File: src/rtl/lcd_seg_pkg.sv
package lcd_seg_pkg;

    // Level select codes understood by the analog output stage.
    typedef enum logic [1:0] {
        LVL_V0 = 2'b00,
        LVL_V2 = 2'b01,
        LVL_V3 = 2'b10,
        LVL_V5 = 2'b11
    } seg_lvl_e;

    // Phase of the sampled line clock.
    typedef enum logic {
        PH_LOW  = 1'b0,
        PH_HIGH = 1'b1
    } line_phase_e;

    // Level for one segment from polarity, display-on flag and pixel bit.
    function automatic seg_lvl_e pick_level(input logic pol, input logic on, input logic pix);
        seg_lvl_e lvl;
        if (!on) begin
            lvl = pol ? LVL_V3 : LVL_V2;
        end else if (!pol) begin
            lvl = pix ? LVL_V0 : LVL_V2;
        end else begin
            lvl = pix ? LVL_V5 : LVL_V3;
        end
        return lvl;
    endfunction

endpackage

File: src/rtl/seg_edge_det.sv
module seg_edge_det (
    input  logic clk,
    input  logic rst_n,
    input  logic sig_in,
    output logic rise
);
    logic seen_q;

    always_ff @(posedge clk) begin
        if (!rst_n) begin
            seen_q <= 1'b0;
        end else begin
            seen_q <= sig_in;
        end
    end

    assign rise = sig_in & ~seen_q;
endmodule

File: src/rtl/seg_line_ctr.sv
module seg_line_ctr #(
    parameter int LINE_W = 6
) (
    input  logic              clk,
    input  logic              rst_n,
    input  logic              preset,
    input  logic              advance,
    input  logic [LINE_W-1:0] start_line,
    output logic [LINE_W-1:0] z_out,
    output logic [LINE_W-1:0] row_out
);
    logic [LINE_W-1:0] z_q;

    // Preset wins over advance; the sum wraps naturally at LINE_W bits.
    always_ff @(posedge clk) begin
        if (!rst_n) begin
            z_q <= '0;
        end else if (preset) begin
            z_q <= '0;
        end else if (advance) begin
            z_q <= z_q + LINE_W'(1);
        end
    end

    assign z_out   = z_q;
    assign row_out = z_q + start_line;
endmodule

File: src/rtl/seg_data_latch.sv
module seg_data_latch #(
    parameter int SEG_N = 64
) (
    input  logic             clk,
    input  logic             rst_n,
    input  logic             load,
    input  logic [SEG_N-1:0] din,
    output logic [SEG_N-1:0] dout
);
    always_ff @(posedge clk) begin
        if (!rst_n) begin
            dout <= '0;
        end else if (load) begin
            dout <= din;
        end
    end
endmodule

File: src/rtl/seg_level_enc.sv
module seg_level_enc
    import lcd_seg_pkg::*;
#(
    parameter int SEG_N = 64,
    localparam int CODE_W = $bits(seg_lvl_e)
) (
    input  logic                    pol,
    input  logic                    on,
    input  logic [SEG_N-1:0]        bits,
    output logic [SEG_N*CODE_W-1:0] codes
);
    for (genvar s = 0; s < SEG_N; s++) begin : g_seg
        seg_lvl_e lvl;
        assign lvl = pick_level(pol, on, bits[s]);
        assign codes[s*CODE_W +: CODE_W] = lvl;
    end
endmodule

File: src/rtl/lcd_seg_scan.sv
module lcd_seg_scan
    import lcd_seg_pkg::*;
#(
    parameter int SEG_N  = 64,
    parameter int LINE_W = 6,
    localparam int PAGE_W = LINE_W - 3,
    localparam int CODE_W = $bits(seg_lvl_e)
) (
    input  logic                    clk,
    input  logic                    rst_n,
    input  logic                    line_clk,
    input  logic                    frame_sync,
    input  logic                    polarity,
    input  logic                    cfg_on_we,
    input  logic                    cfg_on,
    input  logic                    cfg_start_we,
    input  logic [LINE_W-1:0]       cfg_start,
    input  logic [SEG_N-1:0]        ram_bits,
    output logic [PAGE_W-1:0]       ram_page,
    output logic [2:0]              ram_line,
    output logic [SEG_N*CODE_W-1:0] seg_level
);
    line_phase_e       ph_q, ph_d;
    logic              cap_en, adv_en;
    logic              frm_rise;
    logic              disp_on_q;
    logic [LINE_W-1:0] start_q;
    logic [LINE_W-1:0] z_cnt;
    logic [LINE_W-1:0] row;
    logic [SEG_N-1:0]  lat_bits;

    // State register for the line-clock phase machine.
    always_ff @(posedge clk) begin
        if (!rst_n) begin
            ph_q <= PH_LOW;
        end else begin
            ph_q <= ph_d;
        end
    end

    // Next state and strobes.
    always_comb begin
        ph_d   = ph_q;
        cap_en = 1'b0;
        adv_en = 1'b0;
        unique case (ph_q)
            PH_LOW: begin
                if (line_clk) begin
                    ph_d   = PH_HIGH;
                    cap_en = 1'b1;
                end
            end
            PH_HIGH: begin
                if (!line_clk) begin
                    ph_d   = PH_LOW;
                    adv_en = 1'b1;
                end
            end
        endcase
    end

    // Configuration held by the block.
    always_ff @(posedge clk) begin
        if (!rst_n) begin
            disp_on_q <= 1'b0;
            start_q   <= '0;
        end else begin
            if (cfg_on_we) begin
                disp_on_q <= cfg_on;
            end
            if (cfg_start_we) begin
                start_q <= cfg_start;
            end
        end
    end

    seg_edge_det u_frm (
        .clk    (clk),
        .rst_n  (rst_n),
        .sig_in (frame_sync),
        .rise   (frm_rise)
    );

    seg_line_ctr #(.LINE_W(LINE_W)) u_ctr (
        .clk        (clk),
        .rst_n      (rst_n),
        .preset     (frm_rise),
        .advance    (adv_en),
        .start_line (start_q),
        .z_out      (z_cnt),
        .row_out    (row)
    );

    seg_data_latch #(.SEG_N(SEG_N)) u_lat (
        .clk   (clk),
        .rst_n (rst_n),
        .load  (cap_en),
        .din   (ram_bits),
        .dout  (lat_bits)
    );

    seg_level_enc #(.SEG_N(SEG_N)) u_enc (
        .pol   (polarity),
        .on    (disp_on_q),
        .bits  (lat_bits),
        .codes (seg_level)
    );

    assign ram_page = row[LINE_W-1:3];
    assign ram_line = row[2:0];
endmodule

File: config.mk
export PLATFORM = sky130hd
export DESIGN_NAME = lcd_seg_scan
export DESIGN_NICKNAME = d
export VERILOG_FILES = /design/src/rtl/lcd_seg_pkg.sv /design/src/rtl/seg_edge_det.sv /design/src/rtl/seg_line_ctr.sv /design/src/rtl/seg_data_latch.sv /design/src/rtl/seg_level_enc.sv /design/src/rtl/lcd_seg_scan.sv
export SDC_FILE = /design/constraint.sdc
export NUM_CORES = 1
export LEC_CHECK = 0
export ABC_CLOCK_PERIOD_IN_PS = 2400
export BUFFER_PORTS_ARGS = -buffer_cell sky130_fd_sc_hd__buf_2
export CORE_MARGIN = 2
export CORE_UTILIZATION = 47
export DETAILED_ROUTE_END_ITERATION = 7
export PLACE_DENSITY = 0.81
export SLEW_MARGIN = 15
export SYNTH_ARGS = -nofsm -noshare
export SYNTH_HDL_FRONTEND = slang
export SYNTH_SLANG_ARGS = --single-unit
File: constraint.sdc
create_clock -name clk -period 2.4 [get_ports clk]
set_input_delay 0.6 -clock clk [delete_from_list [all_inputs] [get_ports clk]]
set_output_delay 0.6 -clock clk [all_outputs]
set_load 0.005 [all_outputs]
==> metrics.txt <==
synthesized cell area=4500 sq um; Yosys Warn Count=0; endpoint type of the worst setup path=primary output; drt via density=4.61; CP Depth=8; post-synth top area share=35.1%; Starting Density=48.5%; critical path's most frequent cell=inv_2; multiplexer share of the synthesized area=1.56%; worst-case reg-to-reg path depth=4; Final Instance Area=5390 sq um; P&R area growth vs syn=19.7%; global route overflow=0; final net count=781; # port buffers=211; Syn Nets=650; GRT Util Overall=19.0%; Tcrit/Tclk final=97.9%; Skew-Pair Late Insertion Delay=340 ps; Worst setup SP type=flop; drt first-iter violations=96; CTS sink count=79; antenna viol nets, final=0; Worst Skew=10.7 ps; outcome=finished, final reports clean; Post-DP HPWL=7240 um; Cell Chain, Critical Path=ha_4, inv_2, fa_2, inv_2, a21o_1, a21oi_2, xnor2_1, buf_2; io pins=212; Fill cells=873; Post-synth top flop=dfxtp_1; vias in the first global route=3485; worst hold start=u_lat.dout[8]; largest family of logic cells by synthesized area=simple AND/OR/NAND/NOR gates; final hold vios=0; setup_tns=0 ps; root buffer cell=clkbuf_8; worst-path fanout max=3; initial antenna violation count=2; via count=3834; reg2reg start=ph_q; flop2flop setup slack=960 ps; Final Max Slew Viols=0; commonest cells in the netlist=194 x nand2_1, 79 x dfxtp_1, 75 x buf_4; synthesized flop and latch total=79; DRC=0; total core area=9280 sq um; RSZ-0062 raised after global routing=yes; PwrDens=535 nW/um^2; wire per inst=12.3 um; data required time of the worst path=1800 ps; number of synthesized flops with an enable pin=0; Post-Synthesis Cells=565; max-cap violation count=0; Unique masters post-synth=27; die area=10400 sq um; largest net degree at the start of global routing=55; ys async rst share=0%; Hold Buf Count CTS=0; clock slew at reported path FFs=90 ps; ranking of synthesized cells by area=dfxtp_1 35%, nand2_1 16%, xor2_1 13%; CTS tree=built; routed wire length=10200 um; compound-cell area share of the yosys netlist=12.0%; CP Class=reg -> out; sequential-to-total area share from yosys stat=35.1%; cell with the most instances after synthesis=nand2_1; Pleak=0.00245 uW; die height=102 um; Worst Path Buf+Inv=3; crit-path max cell delay=370 ps; Simple-Gate Fraction of Synth Area=18.9%; worst min-delay path class=reg -> reg; Worst-Margin Slew=505 ps; Post-Synth XOR/XNOR Area=14.4%; Arr. time, crit path=1750 ps; Final setup viols=0; post-synth top area cell=dfxtp_1; DRT Pass-1 Iters=5; Area after DPL=5150 sq um; Core Util, Final=58.0%; CTS Buffer Depth=2; Synth Area in Adders=2.11%; Num CTS Buffers=9; fin crit period=2350 ps; CP max-delay cell=dfxtp_2; VDD IR max=0.000308 V; CP startpoint=u_ctr.z_out[0]; area occupied by multi-input gates=2230 sq um; kind of cell adding the most delay to the critical path=adder cells; Worst slew margin=66.3%; global-route wire length before repair=15600 um; Die Span X=102 um; H-Tree Depth=3; GPL Wtd Cong=0.820; end of the critical path=ram_page[1]; Sequential Area=1590 sq um; fmax=425 MHz; worst reg2reg path endpoint=u_lat.dout[36]; row count=35; layout cell share with drive strength beyond 1=35.7%; syn avg cell area=7.97 sq um
## cell type report
| class | instances | area share (%) |
|---|---|---|
| multi-input cells | 378 | 41.4 |
| flip-flops and latches | 79 | 29.5 |
| repair buffers | 222 | 22.1 |
| well taps | 129 | 3.00 |
| clock buffers | 10 | 2.56 |
| clock inverters | 6 | 0.929 |
| inverters | 6 | 0.418 |
| diodes | 1 | 0.0465 |
## worst min path at each step
stage | depth (start not counted) | slack (ps) | end
global route | 3 | 460 | u_lat.dout[11]
detailed placement | 2 | 440 | u_lat.dout[8]
floorplan | 2 | 440 | u_lat.dout[0]
finish | 2 | 460 | u_lat.dout[8]
CTS | 2 | 460 | u_lat.dout[8]
global placement | 2 | 440 | u_lat.dout[33]
## state kept, by name, indices dropped and copies added (netlist names)
register	flops
ph_q	1
u_ctr.z_out	6
start_q	6
disp_on_q	1
u_frm.seen_q	1
u_lat.dout	64
## per-stage QoR
| stage | total power [uW] | setup WS [ps] | std cells | hold WS, ps |
|---|---|---|---|---|
| floorplan | 1800 | 442 | 565 | 435 |
| global placement | 1960 | 310 | 812 | 440 |
| CTS | 2920 | 8.98 | 829 | 458 |
| finish | 2880 | 49.3 | 831 | 456 |
| detailed placement | 1980 | 196 | 812 | 445 |
| global route | 3070 | -74.6 | 830 | 455 |
## power by group
| part | switching [uW] | internal [uW] |
|---|---|---|
| logic | 275 | 253 |
| registers | 35.6 | 1380 |
| clock network | 519 | 419 |
| total | 829 | 2050 |
## worst min-delay path: cells and delay by family, from the launching register on
kind | cells | cell delay [ps]
flops | 1 | 320
simple gates | 1 | 50
compound gates | 1 | 50
## logic make-up (layout without fill, tap and decap cells)
kind of cell / after synthesis / count (layout)
buffers and inverters: 108 / 244
and+or+nand+nor: 216 / 216
xor gates and xnor gates: 74 / 74
DFF: 79 / 79
other: 0 / 1
adders and majority gates: 7 / 7
muxes: 7 / 7
AOI/OAI and AO/OA: 74 / 74
## layer usage
| layer | GRT usage [%] | wire [um] |
|---|---|---|
| met5 | 0 | 13 |
| met4 | 6.87 | 167 |
| met3 | 4.86 | 582 |
| met2 | 34.1 | 5260 |
| met1 | 21.8 | 4170 |
## cell usage in the layout (no fill, tap or decap), types with 2 or more instances in the layout
| cell type | synthesis | layout |
|---|---|---|
| dfxtp_2 | 0 | 3 |
| a21boi_1 | 60 | 60 |
| inv_6 | 0 | 2 |
| nand4_1 | 2 | 2 |
| a21oi_1 | 4 | 3 |
| nand2_1 | 194 | 194 |
| inv_1 | 6 | 4 |
| xor2_1 | 69 | 69 |
| buf_4 | 75 | 8 |
| xnor2_1 | 5 | 5 |
| nor2_1 | 7 | 7 |
| dfxtp_1 | 79 | 75 |
| nor2b_1 | 8 | 8 |
| and2_1 | 2 | 2 |
| inv_2 | 0 | 2 |
| ha_1 | 6 | 5 |
| clkbuf_8 | 0 | 10 |
| buf_2 | 17 | 210 |
| buf_12 | 0 | 4 |
| mux2i_1 | 7 | 7 |
| a21o_1 | 2 | 2 |
| a21boi_0 | 4 | 4 |
## repair_timing
item | 4_1_cts | 5_1_grt
endpoints found under the setup margin | 1 | 2
setup buffers | 1 | 1
resized for setup | 6 | 5
hold endpoints to repair | 0 | 0
(Power assumes the default switching activity.)
